## src/rtl/bringup_pkg.sv

```systemverilog
package bringup_pkg;

  typedef enum logic [2:0] {
    ST_IDLE    = 3'd0,
    ST_TX_WAIT = 3'd1,
    ST_TX_RST  = 3'd2,
    ST_RX_WAIT = 3'd3,
    ST_RX_RST  = 3'd4,
    ST_OPER    = 3'd5
  } sup_state_e;

  typedef struct packed {
    logic tx_all;
    logic rx_pll_dp;
    logic rx_dp;
  } reset_req_t;

endpackage

```

## src/rtl/bringup_rst_sync.sv

```systemverilog
module bringup_rst_sync #(
  parameter int STAGES = 2
) (
  input  logic clk,
  input  logic rst_n_async,
  output logic rst_n_sync
);

  logic [STAGES-1:0] sync_q;

  // Assert asynchronously, release after STAGES clock edges.
  always_ff @(posedge clk or negedge rst_n_async) begin
    if (!rst_n_async) begin
      sync_q <= '0;
    end else begin
      sync_q <= {sync_q[STAGES-2:0], 1'b1};
    end
  end

  assign rst_n_sync = sync_q[STAGES-1];

endmodule

```

## src/rtl/bringup_timeout.sv

```systemverilog
module bringup_timeout #(
  parameter int TIMEOUT_CYCLES = 1024
) (
  input  logic clk,
  input  logic rst_n,
  input  logic load,
  input  logic run,
  output logic expired
);

  localparam int CNT_W = (TIMEOUT_CYCLES > 1) ? $clog2(TIMEOUT_CYCLES) : 1;
  localparam logic [CNT_W-1:0] RELOAD = CNT_W'(TIMEOUT_CYCLES - 1);

  logic [CNT_W-1:0] cnt_q;
  logic [CNT_W-1:0] cnt_d;
  logic             cnt_en;

  always_comb begin
    cnt_en = load | (run & (cnt_q != '0));
    cnt_d  = load ? RELOAD : (cnt_q - CNT_W'(1));
  end

  always_ff @(posedge clk or negedge rst_n) begin
    if (!rst_n) begin
      cnt_q <= '0;
    end else if (cnt_en) begin
      cnt_q <= cnt_d;
    end
  end

  assign expired = run & (cnt_q == '0);

  // an exhausted timer never wraps while the wait continues
  a_r3_no_wrap: assert property (@(posedge clk) disable iff (!rst_n)
    (run && !load && (cnt_q == '0)) |=> (cnt_q == '0));

  // each new wait starts from the full window
  a_r3_full_window: assert property (@(posedge clk) disable iff (!rst_n)
    load |=> (cnt_q == RELOAD));

endmodule

```

## src/rtl/bringup_retry_ctr.sv

```systemverilog
module bringup_retry_ctr #(
  parameter int RETRY_SAT = 255,
  parameter int RETRY_W   = 8
) (
  input  logic               clk,
  input  logic               rst_n,
  input  logic               inc,
  output logic [RETRY_W-1:0] count
);

  localparam logic [RETRY_W-1:0] SAT = RETRY_W'(RETRY_SAT);

  logic [RETRY_W-1:0] count_q;
  logic               count_en;

  assign count_en = inc & (count_q != SAT);

  // Only the power-on reset clears the count.
  always_ff @(posedge clk or negedge rst_n) begin
    if (!rst_n) begin
      count_q <= '0;
    end else if (count_en) begin
      count_q <= count_q + RETRY_W'(1);
    end
  end

  assign count = count_q;

  // one step per request below saturation
  a_r5_step: assert property (@(posedge clk) disable iff (!rst_n)
    (inc && (count_q != SAT)) |=> (count_q == $past(count_q) + RETRY_W'(1)));

  // saturation holds
  a_r5_hold_sat: assert property (@(posedge clk) disable iff (!rst_n)
    (count_q == SAT) |=> (count_q == SAT));

  // nothing but a request moves the count
  a_r6_no_clear: assert property (@(posedge clk) disable iff (!rst_n)
    !inc |=> $stable(count_q));

endmodule

```

## src/rtl/bringup_done_gate.sv

```systemverilog
module bringup_done_gate (
  input  logic clk,
  input  logic rst_n,
  input  logic arm,
  input  logic watch,
  input  logic pll_done,
  input  logic dp_done,
  output logic complete
);

  logic pair_ok;
  logic stale_q;
  logic stale_d;
  logic stale_en;

  assign pair_ok = pll_done & dp_done;

  // A reset request marks the flags stale; seeing them low clears it.
  always_comb begin
    stale_en = arm | (watch & ~pair_ok);
    stale_d  = arm;
  end

  always_ff @(posedge clk or negedge rst_n) begin
    if (!rst_n) begin
      stale_q <= 1'b0;
    end else if (stale_en) begin
      stale_q <= stale_d;
    end
  end

  assign complete = watch & pair_ok & ~stale_q;

  // the wait right after a request never completes at once
  a_r8_stale_block: assert property (@(posedge clk) disable iff (!rst_n)
    arm |=> !complete);

  // completion only with both flags high
  a_r2_pair_needed: assert property (@(posedge clk) disable iff (!rst_n)
    complete |-> (pll_done && dp_done));

endmodule

```

## src/rtl/bringup_fsm.sv

```systemverilog
module bringup_fsm
  import bringup_pkg::*;
#(
  parameter bit SHARED_PLL = 1'b0
) (
  input  logic       clk,
  input  logic       rst_n,
  input  logic       user_reset_all,
  input  logic       tx_complete,
  input  logic       rx_complete,
  input  logic       expired,
  input  logic       rx_data_good,
  output logic       timer_load,
  output logic       timer_run,
  output logic       tx_arm,
  output logic       rx_arm,
  output logic       tx_watch,
  output logic       rx_watch,
  output logic       retry_inc,
  output logic       init_done,
  output reset_req_t req
);

  sup_state_e state_q;
  sup_state_e state_d;
  logic       next_is_wait;

  always_comb begin
    state_d = state_q;
    unique case (state_q)
      ST_IDLE:    if (user_reset_all) state_d = ST_TX_WAIT;
      ST_TX_WAIT: begin
        if (tx_complete)  state_d = ST_RX_WAIT;
        else if (expired) state_d = ST_TX_RST;
      end
      ST_TX_RST:  state_d = ST_TX_WAIT;
      ST_RX_WAIT: begin
        if (rx_complete)  state_d = ST_OPER;
        else if (expired) state_d = ST_RX_RST;
      end
      ST_RX_RST:  state_d = ST_RX_WAIT;
      ST_OPER:    if (!rx_data_good) state_d = ST_RX_RST;
      default:    state_d = ST_IDLE;
    endcase
  end

  always_ff @(posedge clk or negedge rst_n) begin
    if (!rst_n) begin
      state_q <= ST_IDLE;
    end else begin
      state_q <= state_d;
    end
  end

  always_comb begin
    next_is_wait = (state_d == ST_TX_WAIT) || (state_d == ST_RX_WAIT);
    timer_load   = next_is_wait && (state_d != state_q);
    timer_run    = (state_q == ST_TX_WAIT) || (state_q == ST_RX_WAIT);
    tx_watch     = (state_q == ST_TX_WAIT);
    rx_watch     = (state_q == ST_RX_WAIT);
    tx_arm       = (state_q == ST_TX_RST);
    rx_arm       = (state_q == ST_TX_RST) || (state_q == ST_RX_RST);
    retry_inc    = (state_q == ST_TX_RST) || (state_q == ST_RX_RST);
    init_done    = (state_q == ST_OPER);
  end

  assign req.tx_all = (state_q == ST_TX_RST);

  generate
    if (SHARED_PLL) begin : g_shared
      assign req.rx_dp     = (state_q == ST_RX_RST);
      assign req.rx_pll_dp = 1'b0;
    end else begin : g_split
      assign req.rx_pll_dp = (state_q == ST_RX_RST);
      assign req.rx_dp     = 1'b0;
    end
  endgenerate

  // without the arming pulse the block stays idle
  a_r1_idle_hold: assert property (@(posedge clk) disable iff (!rst_n)
    ((state_q == ST_IDLE) && !user_reset_all) |=> (state_q == ST_IDLE));

  // transmit timeout leads straight to the full reset request
  a_r3_tx_timeout: assert property (@(posedge clk) disable iff (!rst_n)
    ((state_q == ST_TX_WAIT) && expired && !tx_complete) |=> req.tx_all);

  // a receive request is followed by a fresh receive wait
  a_r4_rx_return: assert property (@(posedge clk) disable iff (!rst_n)
    (req.rx_pll_dp || req.rx_dp) |=> (state_q == ST_RX_WAIT));

  // bad data while operational triggers a receive request
  a_r7_bad_data: assert property (@(posedge clk) disable iff (!rst_n)
    (init_done && !rx_data_good) |=> ((req.rx_pll_dp || req.rx_dp) && !init_done));

  // the full reset request lasts one cycle
  a_r10_tx_single: assert property (@(posedge clk) disable iff (!rst_n)
    req.tx_all |=> !req.tx_all);

endmodule

```

## src/rtl/xcvr_bringup_supervisor.sv

```systemverilog
module xcvr_bringup_supervisor
  import bringup_pkg::*;
#(
  parameter int TIMEOUT_CYCLES = 1024,
  parameter int RETRY_SAT      = 255,
  parameter int RETRY_W        = $clog2(RETRY_SAT + 1),
  parameter bit SHARED_PLL     = 1'b0
) (
  input  logic               clk,
  input  logic               rst_n,
  input  logic               user_reset_all,
  input  logic               tx_pll_done,
  input  logic               tx_dp_done,
  input  logic               rx_pll_done,
  input  logic               rx_dp_done,
  input  logic               rx_data_good,
  output logic               init_done,
  output logic [RETRY_W-1:0] retry_count,
  output logic               tx_reset_all_pulse,
  output logic               rx_pll_dp_reset_pulse,
  output logic               rx_dp_reset_pulse
);

  logic       rst_n_int;
  logic       timer_load;
  logic       timer_run;
  logic       expired;
  logic       tx_arm;
  logic       rx_arm;
  logic       tx_watch;
  logic       rx_watch;
  logic       tx_complete;
  logic       rx_complete;
  logic       retry_inc;
  reset_req_t req;

  bringup_rst_sync #(.STAGES(2)) u_rst_sync (
    .clk         (clk),
    .rst_n_async (rst_n),
    .rst_n_sync  (rst_n_int)
  );

  bringup_timeout #(.TIMEOUT_CYCLES(TIMEOUT_CYCLES)) u_timeout (
    .clk     (clk),
    .rst_n   (rst_n_int),
    .load    (timer_load),
    .run     (timer_run),
    .expired (expired)
  );

  bringup_done_gate u_tx_gate (
    .clk      (clk),
    .rst_n    (rst_n_int),
    .arm      (tx_arm),
    .watch    (tx_watch),
    .pll_done (tx_pll_done),
    .dp_done  (tx_dp_done),
    .complete (tx_complete)
  );

  bringup_done_gate u_rx_gate (
    .clk      (clk),
    .rst_n    (rst_n_int),
    .arm      (rx_arm),
    .watch    (rx_watch),
    .pll_done (rx_pll_done),
    .dp_done  (rx_dp_done),
    .complete (rx_complete)
  );

  bringup_fsm #(.SHARED_PLL(SHARED_PLL)) u_fsm (
    .clk            (clk),
    .rst_n          (rst_n_int),
    .user_reset_all (user_reset_all),
    .tx_complete    (tx_complete),
    .rx_complete    (rx_complete),
    .expired        (expired),
    .rx_data_good   (rx_data_good),
    .timer_load     (timer_load),
    .timer_run      (timer_run),
    .tx_arm         (tx_arm),
    .rx_arm         (rx_arm),
    .tx_watch       (tx_watch),
    .rx_watch       (rx_watch),
    .retry_inc      (retry_inc),
    .init_done      (init_done),
    .req            (req)
  );

  bringup_retry_ctr #(.RETRY_SAT(RETRY_SAT), .RETRY_W(RETRY_W)) u_retry (
    .clk   (clk),
    .rst_n (rst_n_int),
    .inc   (retry_inc),
    .count (retry_count)
  );

  assign tx_reset_all_pulse    = req.tx_all;
  assign rx_pll_dp_reset_pulse = req.rx_pll_dp;
  assign rx_dp_reset_pulse     = req.rx_dp;

  // never two requests at once
  a_r10_one_request: assert property (@(posedge clk) disable iff (!rst_n_int)
    $onehot0({tx_reset_all_pulse, rx_pll_dp_reset_pulse, rx_dp_reset_pulse}));

  // a receive request lasts one cycle
  a_r10_rx_single: assert property (@(posedge clk) disable iff (!rst_n_int)
    (rx_pll_dp_reset_pulse || rx_dp_reset_pulse) |=> !(rx_pll_dp_reset_pulse || rx_dp_reset_pulse));

endmodule

```

## config.mk

```make
export PLATFORM = sky130hd
export DESIGN_NAME = xcvr_bringup_supervisor
export DESIGN_NICKNAME = d
export VERILOG_FILES = /design/src/rtl/bringup_pkg.sv /design/src/rtl/bringup_rst_sync.sv /design/src/rtl/bringup_timeout.sv /design/src/rtl/bringup_retry_ctr.sv /design/src/rtl/bringup_done_gate.sv /design/src/rtl/bringup_fsm.sv /design/src/rtl/xcvr_bringup_supervisor.sv
export SDC_FILE = /design/constraint.sdc
export NUM_CORES = 1
export LEC_CHECK = 0
export ABC_AREA = 1
export BUFFER_PORTS_ARGS = -buffer_cell sky130_fd_sc_hd__clkbuf_2
export CELL_PAD_IN_SITES_DETAIL_PLACEMENT = 2
export CELL_PAD_IN_SITES_GLOBAL_PLACEMENT = 2
export CORE_ASPECT_RATIO = 1.1
export CORE_MARGIN = 5
export CORE_UTILIZATION = 34
export CTS_BUF_LIST = sky130_fd_sc_hd__clkbuf_8
export DETAILED_ROUTE_END_ITERATION = 10
export GPL_TIMING_DRIVEN = 0
export PLACE_DENSITY_LB_ADDON = 0.1
export SLEW_MARGIN = 20
export SYNTH_ARGS = -nofsm -noshare
export SYNTH_HDL_FRONTEND = slang
export SYNTH_SLANG_ARGS = --single-unit
```

## constraint.sdc

```tcl
create_clock -name clk -period 1 [get_ports clk]
set_input_delay 0.15 -clock clk [delete_from_list [all_inputs] [get_ports clk]]
set_output_delay 0.15 -clock clk [all_outputs]
set_load 0.05 [all_outputs]
```

==> metrics, run 1 <==
Starting Density=35.20%; I/O pin total=20; H-tree depth=1; gpl congestion=about 0.74; placement-stage cell area=about 0.0016 mm^2; Stop stage=5_1_grt; CTS Root Cell=clkbuf_8; Stop Error=[ERROR DPL-0033] detailed placement checks failed during check placement.; die span in x=slightly above 70 um; syn avg cell area=8.111 um^2; sequential area share after synthesis=between 40 and 50%; row count=24; status=did not finish; dpl cells=242; flops & latches, synth=25; post-GRT worst EP=u_timeout.cnt_q[3]$_DFFE_PN0P_/D; pin count of the biggest net entering global routing=24; Cells after Synth=172; EDFF count, synth=0; DP HPWL=2700 um; worst_ep kind=register input; initial antenna violation count=0; Mapped Area=about 0.0014 mm^2; post-synth cell types=23; clock sinks=25; Post-Syn Nets=approximately 180; Post-synth ARST share=100.0%; die height=77.19 um; PortBufs=18; Max Root-Sink Buffers=2; TritonCTS Buffers=3; Main synth FF type=dfrtp_1; Synth Warn #=0
cell families after synthesis:
| family | after synthesis | synth area share (%) |
|---|---|---|
| AND/OR/NAND/NOR | 90 | 30.76 |
| flip-flops | 25 | 44.84 |
| AO/OA/AOI/OAI | 8 | 3.677 |
| XOR/XNOR | 15 | 9.417 |
| adder cells (fa/ha/maj) | 3 | 2.691 |
| buffers and inverters | 29 | 8.072 |
| other | 2 | 0.5383 |
synthesized netlist by cell type, types with 3 or more instances:
cell type  count  area [um^2]
nand2_1       44        165.2
nand4_1        5        31.28
dfrtp_1       25        625.6
nand3_1       10        50.05
xnor2_1        3        26.28
nor2_1        13        48.80
inv_1         27        101.4
ha_1           3        37.54
nor2_2         7        43.79
o21ai_0        4        20.02
nor3_1         3        15.01
xor2_1        12        105.1
stage by stage:
step	util, %	worst slack, ns	hold WS [ns]
after floorplan	-	-0.5243	-0.1456
after CTS	57.58	-0.6220	0.1720
after detailed placement	40.69	-0.7425	-0.06218
after global placement	40.69	-0.7116	-0.06506
what timing repair did:
action / CTS
cloned: 1
hold buffers: 1
resized for setup: 75
pin swaps: 21
hold endpoints to repair: 2
buffers inserted: 32
endpoints found under the setup margin: 57
==> run 2: changes to the inputs <==
CELL_PAD_IN_SITES_DETAIL_PLACEMENT = not set   (was 2)
CELL_PAD_IN_SITES_GLOBAL_PLACEMENT = not set   (was 2)
CORE_AREA = 5 5 66 68   (was not set)
CORE_ASPECT_RATIO = not set   (was 1.1)
CORE_MARGIN = not set   (was 5)
CORE_UTILIZATION = not set   (was 34)
CTS_BUF_LIST = not set   (was sky130_fd_sc_hd__clkbuf_8)
DIE_AREA = 0 0 71 73   (was not set)
PLACE_DENSITY_LB_ADDON = 0.15   (was 0.1)
==> run 2 against run 1 <==
  * The flow now finishes, with violations (setup timing)
  * Synthesized area is the same
  * Synthesized cell count is the same
==> metrics, run 2 <==
Comb power frac=between 60 and 70%; DR top layer=met4; Critical Path Sink Type=flip-flop; vias in the first global route=roughly 1300; Switching Fraction=~45%; clock sinks=25 (unchanged); Worst Hold Class=input pin to asynchronous set/reset pin; WL met3=151 um; TritonCTS Buffers=3 (unchanged); Iteration-0 DRC Markers=~70; H-tree depth=1 (unchanged); syn avg cell area=8.111 um^2 (unchanged); gpl congestion=0.8891 (was 0.7398); clk_lat worst skew=0.26 ns; pin count of the biggest net entering global routing=24; Starting Density=36.73% (was 35.20%); RSZ-0062 raised after global routing=yes; achievable clock frequency=0.6314 GHz; final worst-path cycle share=158.4%; endpoints failing hold=0; Vias/cell=about 4.8; Synth area leaders=dfrtp_1 (45%), nand2_1 (12%), xor2_1 (7.5%) (unchanged); number of flip-flops in the largest register=10; PortBufs=18 (unchanged); Switch Pwr=approximately 2.7 mW; Post-Syn Nets=183 (unchanged); Reg with most FFs=u_timeout.cnt_q; P_int=3.309 mW; initial antenna violation count=0; most frequent cells in the layout=nand2_1 (30), buf_4 (24), inv_1 (16); I/O pin total=20 (unchanged); post-synth cell types=23 (unchanged); most common cell after layout, fill and taps aside=nand2_1; Final Routed Wirelength=3702 um; Mapped Area=0.001395 mm^2 (unchanged); overall power=about 6.0 mW; Cells after Synth=172 (unchanged); first-pass GRT wire length=slightly below 6000 um; Final Max Slew Viols=0; GRT Resource Usage Total=13.68%; DP HPWL=2080 um (was 2700 um); Clk pin slew, worst setup/hold paths=about 0.090 ns; r2r setup slk=-0.58 ns; failing checks=setup timing; Routed Antenna Nets=0; total global routing overflow=0; endpoints failing setup=32; Post-Route Skew=around 0.0017 ns; critical path arrival=1.79 ns; P_leak=roughly 1.1 nW; Post-route DRC=0; Sequential Power Share=26.1%; WL met1=between 1500 and 2000 um; die height=73 um (was 77.19 um); EDFF count, synth=0 (unchanged); CP Class=flip-flop to flip-flop; Yosys top cell area share=44.84% (unchanged); Final Net Count=241; DR WL met2=between 1500 and 2000 um; Final Worst Setup Slack=-0.5839 ns; die area=0.005183 mm^2; share of layout cells above drive strength 1=around 55%; Main synth FF type=dfrtp_1 (unchanged); peak fanout along the critical path=5; setup tns final=-11.02 ns; Synth Warn #=0 (unchanged); clock network power share=around a tenth; Worst EP required=1.21 ns; Max Root-Sink Buffers=2 (unchanged); most common cell in the netlist=nand2_1 (unchanged); VDD IR max=approximately 1500 uV; row count=23 (was 24); final core occ=between 60% and 70%; pwr/cell area=2615 mW/mm^2; worst slew pin tran=just over 0.5 ns; sequential area share after synthesis=44.84% (unchanged); Commonest cells post-synth=nand2_1 (44), inv_1 (27), dfrtp_1 (25) (unchanged); Slew HR=66.18%; routed vias=approximately 1300; # diodes=0; P&R area growth vs syn=64.57%; Max Cap Viol=0; WL/cell=between 10 and 15 um; crit path launch type=flip-flop; flops & latches, synth=25 (unchanged); Yosys top cell by area=dfrtp_1 (unchanged); status=finished with violations (was did not finish); pre-CTS setup slack=-0.6933 ns (was -0.7425 ns); Core Area=0.003799 mm^2; CTS Root Cell=clkbuf_8 (unchanged); die span in x=71 um (was 71.08 um); 1st-pass router iterations=4; Period minus WS final=~1.6 ns; CTS tree=yes; Post-synth ARST share=100.0% (unchanged)
[run 2: cell counts after synthesis]
No cell type changed its count.
[run 2: final cells by class]
class                           instances  area, um^2
Fill cell                             328        1503
Buffer                                  1       7.507
Tap cell                               50       62.56
Timing Repair Buffer                   52       535.5
Inverter                               28       127.6
Sequential cell                        25       640.6
Clock buffer                            4       45.04
Multi-Input combinational cell        119       877.1
[run 2: power by group through the flow]
stage / sequential (mW) / combinational, mW / clock [mW]
after global routing: 1.60 / 4.13 / 0.666
after floorplan: 1.87 / 1.25 / 0
after CTS: 1.56 / 3.06 / 0.630
final: 1.57 / 3.84 / 0.598
after global placement: 1.59 / 1.93 / 0
after detailed placement: 1.60 / 1.95 / 0
[run 2: worst paths after layout]
kind	start	to	cells past startpoint
setup reg to reg	u_fsm.state_q[2]$_DFF_PN0_	u_timeout.cnt_q[8]$_DFFE_PN0P_	9
min in group clk	tx_dp_done	u_tx_gate.stale_q$_DFFE_PN0P_	5
hold reg to reg	u_rst_sync.sync_q[1]$_DFF_PN0_	u_timeout.cnt_q[0]$_DFFE_PN0P_	0
hold / removal	rst_n	u_rst_sync.sync_q[1]$_DFF_PN0_	2
setup / recovery	u_fsm.state_q[2]$_DFF_PN0_	u_timeout.cnt_q[8]$_DFFE_PN0P_	9
max in group asynchronous	u_rst_sync.sync_q[1]$_DFF_PN0_	u_fsm.state_q[1]$_DFF_PN0_	0
[run 2: what timing repair did]
| action | in CTS | in global routing |
|---|---|---|
| endpoints found under the hold margin | 2 | 0 |
| cloned | 1 | 0 |
| hold buffers | 1 | 0 |
| pin swaps | 12 | 15 |
| endpoints found under the setup margin | 57 | 34 |
| buffers inserted | 15 | 20 |
| resized for setup | 60 | 40 |
[run 2: critical path: stages, from the launching register on]
cell     delay [ns]
dfrtp_2        0.45
inv_4          0.08
buf_6          0.12
nor3_4         0.26
nand2_1        0.09
nand4_1        0.15
nor2_4         0.06
nor2_4         0.15
nand2_4        0.10
nand2_1        0.07
[run 2: metrics by stage]
step	cells	instance area (um^2)	hold slack [ns]
2_1_floorplan	172	1458	-0.1456
3_3_place_gp	240	1610	-0.06423
3_5_place_dp	240	1610	-0.06215
4_1_cts	261	2048	0.1735
5_1_grt	279	2296	0.1805
6_report	279	2296	0.1829
[run 2: kinds of logic after synthesis]
logic type                 synth area share, %
adders and majority gates                2.691
AOI/OAI and AO/OA                        3.677
other                                   0.5383
xor gates and xnor gates                 9.417
and+or+nand+nor                          30.76
DFF                                      44.84
buffers and inverters                    8.072
[run 2: metal layers]
metal,up-vias,track usage [%]
li1,641,-
met1,652,16.87
met2,39,24.10
met3,8,2.342
met4,0,4.802
met5,-,0
Note: power is estimated with default switching activity, not from simulation.
==> run 3: changes to the inputs <==
ABC_AREA = not set   (was 1)
==> run 3 against run 2 <==
  * The flow still finishes with violations (setup timing)
  * Clock skew increased by 0.0028 ns
  * Final cell count decreased by 15%
  * Fmax decreased by 15%
  * First-iteration DRC count decreased by 5.9%
  * Clock power increased by 5.5%
  * Global-route usage increased by 0.33 points
  * Flip-flop and latch count unchanged
  * Hold slack got worse by 0.013 ns
  * Sequential share of layout area increased by 0.38 points
  * Largest power group unchanged
  * Highest routed layer unchanged
==> metrics, run 3 <==
H-tree depth=1 (unchanged); fillers=324 (was 328); Reg with most FFs=u_timeout.cnt_q (unchanged); fin cells=237 (was 279); share of layout cells above drive strength 1=56.68% (was 54.59%); Core Area=0.003799 mm^2 (unchanged); WL met3=171 um (was 151 um); 1st-pass router iterations=4 (unchanged); sequential area share after synthesis=45.96% (was 44.84%); Min Hold Slack=0.1697 ns (was 0.1829 ns); row count=23 (unchanged); Max Cap Viol=0 (unchanged); VDD IR max=869.9 uV (was 1451 uV); sequential standard cell area=638.1 um^2 (was 640.6 um^2); Worst EP required=1.19 ns (was 1.21 ns); endpoints failing setup=34 (was 32); routed vias=1315 (was 1340); Cells after Synth=133 (was 172); die area=0.005183 mm^2 (unchanged); P&R area growth vs syn=65.72% (was 64.57%); Yosys top cell area share=45.96% (was 44.84%); first-pass GRT wire length=5775 um (was 5761 um); initial antenna violation count=0 (unchanged); overall power=5.437 mW (was 6.004 mW); CP Class=flip-flop to flip-flop (unchanged); Slew HR=65.21% (was 66.18%); Yosys top cell by area=dfrtp_1 (unchanged); most common cell after layout, fill and taps aside=buf_4 (was nand2_1); DP HPWL=2150 um (was 2080 um); Iteration-0 DRC Markers=64 (was 68); total global routing overflow=0 (unchanged); Main synth FF type=dfrtp_1 (unchanged); worst slew pin tran=0.5218 ns (was 0.5074 ns); PortBufs=18 (unchanged); clock sinks=25 (unchanged); Max Root-Sink Buffers=2 (unchanged); final worst-path cycle share=186.3% (was 158.4%); reg2reg path depth=4 (was 9); Commonest cells post-synth=dfrtp_1 (25), nand2_1 (10), nor2_1 (8) (was nand2_1 (44), inv_1 (27), dfrtp_1 (25)); Critical Path Sink Type=flip-flop (unchanged); Synth Warn #=0 (unchanged); CTS tree=yes (unchanged); pre-CTS setup slack=-0.9636 ns (was -0.6933 ns); Starting Density=35.84% (was 36.73%); Final Routed Wirelength=3823 um (was 3702 um); failing checks=setup timing (unchanged); P_leak=0.9044 nW (was 1.052 nW); peak fanout along the critical path=4 (was 5); DR top layer=met4 (unchanged); TritonCTS Buffers=3 (unchanged); Synth area leaders=dfrtp_1 (46%), xnor2_1 (4.5%), ha_1 (2.8%) (was dfrtp_1 (45%), nand2_1 (12%), xor2_1 (7.5%)); crit path launch type=flip-flop (unchanged); gpl congestion=0.7448 (was 0.8891); dpl cells=201 (was 240); Clk pin slew, worst setup/hold paths=0.09 ns (about the same); endpoints failing hold=0 (unchanged); die height=73 um (unchanged); Final Max Slew Viols=0 (unchanged); die span in x=71 um (unchanged); GRT Resource Usage Total=14.01% (was 13.68%); Post-Route Skew=0.004511 ns (was 0.001750 ns); WL/cell=16.13 um (was 13.27 um); number of flip-flops in the largest register=10 (unchanged); Post-Syn Nets=144 (was 183); Vias/cell=5.549 (was 4.803); Final Worst Setup Slack=-0.8627 ns (was -0.5839 ns); achievable clock frequency=0.5369 GHz (was 0.6314 GHz); CP cell instances=or4b_4 > a211o_1 > or4_1 > o211ai_1 (was inv_4 > buf_6 > nor3_4 > nand2_1 > nand4_1 > nor2_4 > nor2_4 > nand2_4 > nand2_1); # diodes=0 (unchanged); WL met1=1531 um (was 1517 um); Routed Antenna Nets=0 (unchanged); footprint of the multi-input gates=914.6 um^2 (was 877.1 um^2); Worst path max stage delay=0.55 ns (was 0.45 ns); EDFF count, synth=0 (unchanged); pwr/cell area=2410 mW/mm^2 (was 2615 mW/mm^2); clk_lat worst skew=0.28 ns (was 0.26 ns); most common cell in the netlist=dfrtp_1 (was nand2_1); Post-route DRC=0 (unchanged); pin count of the biggest net entering global routing=24 (unchanged); I/O pin total=20 (unchanged); Final Net Count=199 (was 241); vias in the first global route=1205 (was 1331); status=finished with violations (unchanged); Worst Hold Class=input pin to asynchronous set/reset pin (unchanged); syn avg cell area=10.24 um^2 (was 8.111 um^2); flops & latches, synth=25 (unchanged); Mapped Area=0.001361 mm^2 (was 0.001395 mm^2); setup tns final=-18.03 ns (was -11.02 ns); RSZ-0062 raised after global routing=yes (unchanged); DR WL met2=2043 um (was 1984 um); critical path arrival=2.06 ns (was 1.79 ns); Post-synth ARST share=100.0% (unchanged); CTS Root Cell=clkbuf_8 (unchanged); Period minus WS final=1.863 ns (was 1.584 ns); post-synth cell types=46 (was 23); slowest cell on the critical path=or4b_4 (was dfrtp_2); most frequent cells in the layout=buf_4 (25), dfrtp_1 (15), buf_8 (11) (was nand2_1 (30), buf_4 (24), inv_1 (16))
## run 3: cell count changes in the layout (fill, tap and decap cells not counted), sizes merged, moves of 4 or more
| cell | before | now |
|---|---|---|
| o31ai | 0 | 4 |
| o211ai | 0 | 5 |
| inv | 26 | 4 |
| nor2 | 20 | 8 |
| xor2 | 12 | 4 |
| nand2 | 48 | 10 |
| nand3 | 12 | 2 |
| buf | 41 | 47 |
| clkbuf | 15 | 11 |
| xnor2 | 3 | 7 |
## run 3: report_power, final
group	internal, mW	switching (mW)	total [mW]
logic	1.63	1.58	3.20
registers	1.27	0.337	1.60
clock network	0.283	0.348	0.631
## run 3: critical path, delay by kind of cell, from the launching register on
| kind | cells | cell delay (ns) |
|---|---|---|
| AOI/OAI and AO/OA | 2 | 0.41 |
| DFF | 1 | 0.40 |
| and+or+nand+nor | 2 | 0.98 |
## run 3: worst paths after layout
| kind | startpoint | endpoint | slack [ns] |
|---|---|---|---|
| hold / removal | rst_n | u_rst_sync.sync_q[1]$_DFF_PN0_ | 0.17 |
| max in group asynchronous | u_rst_sync.sync_q[1]$_DFF_PN0_ | u_timeout.cnt_q[5]$_DFFE_PN0P_ | 0.37 |
| setup reg to reg | u_timeout.cnt_q[1]$_DFFE_PN0P_ | u_timeout.cnt_q[7]$_DFFE_PN0P_ | -0.86 |
| setup / recovery | u_timeout.cnt_q[1]$_DFFE_PN0P_ | u_timeout.cnt_q[7]$_DFFE_PN0P_ | -0.86 |
| min in group clk | tx_dp_done | u_tx_gate.stale_q$_DFFE_PN0P_ | 0.21 |
| hold reg to reg | u_rst_sync.sync_q[1]$_DFF_PN0_ | u_timeout.cnt_q[0]$_DFFE_PN0P_ | 0.25 |
## run 3: layer usage
| metal | global-route usage (%) | up-vias |
|---|---|---|
| met5 | 0 | - |
| met4 | 4.175 | 0 |
| met3 | 2.479 | 12 |
| met2 | 24.41 | 44 |
| met1 | 17.77 | 660 |
| li1 | - | 599 |
## run 3: timing repair
item / CTS / global route
pin swaps: 8 / 13
setup buffers: 23 / 7
setup endpoints to repair: 57 / 34
hold buffers: 1 / 0
hold endpoints to repair: 2 / 0
resized for setup: 48 / 28
gates cloned: 2 / 0
## run 3: cell families after synthesis
kind of cell / Yosys count / share of synthesized area, %
simple gates: 50 / 22.34
fa+ha+maj: 3 / 2.758
flops: 25 / 45.96
other cells: 2 / 0.5517
xor+xnor: 11 / 7.077
mux: 1 / 0.8271
buf+inv: 11 / 3.676
compound gates: 30 / 16.82
## run 3: final cells by class
type	instances	area share [%]
flip-flops and latches	25	28.29
plain buffers	5	2.662
clock inverters	1	0.3328
inverters	5	0.9983
clock buffers	3	1.830
repair buffers	51	22.57
well taps	50	2.773
multi-input cells	97	40.54
## run 3: stage by stage
step                      util [%]  area [um^2]
final                        59.39         2256
after global routing         59.39         2256
after CTS                    55.83         2121
after detailed placement     43.41         1649
after global placement       43.41         1649
after floorplan                  -         1496
==> run 4: changes to the inputs <==
GPL_TIMING_DRIVEN = not set   (was 0)
==> run 4 against run 3 <==
  * Flip-flop and latch count stayed put
  * Clock-buffer cell count is 1 higher
  * Design area is 15% higher
  * Die area stayed put
  * Fmax is 2.2% higher
  * First-iteration DRC count is 30% lower
  * Combinational power is 27% higher
  * Hold slack better by 0.018 ns
  * Sequential power is 8% lower
  * The run still ends with setup timing left
  * Clock power is 3% lower
  * Worst setup slack better by 0.040 ns
  * Critical path depth is 2 higher
  * Largest power group unchanged
==> metrics, run 4 (synthesized netlist as in run 3, its figures left out) <==
Switching Fraction=38.64% (was 41.59%); clock sinks=25 (unchanged); placement-stage cell area=0.002022 mm^2 (was 0.001649 mm^2); P_leak=1.101 nW (was 0.9044 nW); PortBufs=18 (unchanged); RSZ-0062 raised after global routing=yes (unchanged); die area=0.005183 mm^2 (unchanged); Reg with most FFs=u_timeout.cnt_q (unchanged); endpoints failing setup=34 (unchanged); initial antenna violation count=0 (unchanged); Switch Pwr=2.374 mW (was 2.261 mW); number of flip-flops in the largest register=10 (unchanged); row count=23 (unchanged); TritonCTS Buffers=3 (unchanged); most frequent cells in the layout=buf_4 (42), buf_6 (24), dfrtp_1 (17) (was buf_4 (25), dfrtp_1 (15), buf_8 (11)); Critical Path Sink Type=flip-flop (unchanged); pin count of the biggest net entering global routing=14 (was 24); CP Class=flip-flop to flip-flop (unchanged); peak fanout along the critical path=4 (unchanged); # diodes=0 (unchanged); Post-route DRC=0 (unchanged); P_int=3.769 mW (was 3.175 mW); 1st-pass router iterations=4 (unchanged); Sequential Power Share=24.1% (was 29.5%); CTS tree=yes (unchanged); Period minus WS final=1.822 ns (was 1.863 ns); Core Area=0.003799 mm^2 (unchanged); Final Routed Wirelength=4188 um (was 3823 um); P&R area growth vs syn=90.26% (was 65.72%); Final Worst Setup Slack=-0.8224 ns (was -0.8627 ns); Max Cap Viol=0 (unchanged); endpoints failing hold=0 (unchanged); most common cell after layout, fill and taps aside=buf_4 (unchanged); routed vias=1379 (was 1315); Final Net Count=232 (was 199); clock network power share=10.0% (was 11.6%); Routed Antenna Nets=0 (unchanged); Min Hold Slack=0.1882 ns (was 0.1697 ns); H-tree depth=1 (unchanged); Max Root-Sink Buffers=2 (unchanged); Worst EP required=1.16 ns (was 1.19 ns); crit path launch type=flip-flop (unchanged); DP HPWL=2618 um (was 2150 um); pre-CTS setup slack=-0.8273 ns (was -0.9636 ns); GRT Resource Usage Total=16.92% (was 14.01%); WL/cell=15.51 um (was 16.13 um); fin cells=270 (was 237); Iteration-0 DRC Markers=45 (was 64); Starting Density=35.84% (unchanged); total global routing overflow=0 (unchanged); dpl cells=244 (was 201); final worst-path cycle share=182.2% (was 186.3%); gpl congestion=0.8498 (was 0.7448); status=finished with violations (unchanged); Vias/cell=5.107 (was 5.549); Final Max Slew Viols=0 (unchanged); pwr/cell area=2372 mW/mm^2 (was 2410 mW/mm^2); VDD IR max=930.8 uV (was 869.9 uV); critical path arrival=1.98 ns (was 2.06 ns); Post-Route Skew=0.002078 ns (was 0.004511 ns); vias in the first global route=1492 (was 1205); clk_lat worst skew=0.27 ns (was 0.28 ns); Comb power frac=65.9% (was 58.9%); I/O pin total=20 (unchanged); fin area=0.002590 mm^2 (was 0.002256 mm^2); r2r setup slk=-0.82 ns (was -0.86 ns); die span in x=71 um (unchanged); die height=73 um (unchanged); first-pass GRT wire length=6975 um (was 5775 um); overall power=6.143 mW (was 5.437 mW); Worst Hold Class=input pin to asynchronous set/reset pin (unchanged); share of layout cells above drive strength 1=61.82% (was 56.68%); achievable clock frequency=0.5487 GHz (was 0.5369 GHz); CTS Root Cell=clkbuf_8 (unchanged); Clk pin slew, worst setup/hold paths=0.09 ns (about the same); failing checks=setup timing (unchanged)
run 4: changes by cell type in the layout (fill, tap and decap cells not counted), moves of 3 or more:
| cell | previous run | this run |
|---|---|---|
| o21ai_1 | 1 | 4 |
| clkbuf_16 | 0 | 8 |
| buf_8 | 11 | 1 |
| buf_4 | 25 | 42 |
| o21ai_0 | 4 | 1 |
| buf_6 | 8 | 24 |
run 4: power groups by stage:
stage          sequential, mW  clock [mW]  combinational (mW)
5_1_grt                  1.51       0.664                4.31
6_report                 1.48       0.615                4.05
3_3_place_gp             1.45           0                2.79
3_5_place_dp             1.46           0                2.86
4_1_cts                  1.47       0.626                3.77
2_1_floorplan            1.78           0                1.35
run 4: cell type report:
cell class / instances / area [um^2]
flip-flops and latches: 25 / 635.6
well taps: 50 / 62.56
fillers: 273 / 1209
clock buffers: 4 / 45.04
inverters: 5 / 22.52
multi-input cells: 97 / 888.4
repair buffers: 89 / 935.9
run 4: through the flow:
step                      utilization (%)  setup TNS (ns)
after floorplan                         -          -11.75
after detailed placement            53.23          -14.12
after global placement              53.23          -13.32
after CTS                           66.67          -17.05
after global routing                68.18          -19.36
final                               68.18          -17.35
run 4: worst paths after layout:
check                                               start                             end  cells past startpoint
min in group clk                               tx_dp_done   u_tx_gate.stale_q$_DFFE_PN0P_                      5
hold reg to reg            u_rst_sync.sync_q[1]$_DFF_PN0_  u_timeout.cnt_q[8]$_DFFE_PN0P_                      1
max in group asynchronous  u_rst_sync.sync_q[1]$_DFF_PN0_    u_retry.count[7]$_DFFE_PN0P_                      1
setup reg to reg           u_timeout.cnt_q[0]$_DFFE_PN0P_  u_timeout.cnt_q[5]$_DFFE_PN0P_                      6
hold / removal                                      rst_n  u_rst_sync.sync_q[0]$_DFF_PN0_                      2
setup / recovery           u_timeout.cnt_q[0]$_DFFE_PN0P_  u_timeout.cnt_q[5]$_DFFE_PN0P_                      6
run 4: metal layers:
| layer | share of wire [%] | GRT usage (%) | vias up |
|---|---|---|---|
| li1 | - | - | 663 |
| met1 | 43 | 19.83 | 687 |
| met2 | 53 | 32.03 | 22 |
| met3 | 2.8 | 1.928 | 7 |
| met4 | 1.4 | 5.428 | 0 |
| met5 | 0 | 0 | - |
run 4: critical path, stage by stage, from the launching register on:
cell and delay, ns:
dfrtp_1 0.41, or4b_4 0.54, a211o_1 0.28, buf_4 0.15, buf_4 0.12, xor2_1 0.13
o21ai_1 0.08
run 4: repair_timing:
item / 4_1_cts / 5_1_grt
pin swaps: 17 / 14
setup endpoints to repair: 34 / 34
setup buffers: 18 / 9
hold buffers: 1 / 0
endpoints found under the hold margin: 2 / 0
gates resized for setup: 70 / 17
cloned: 1 / 0
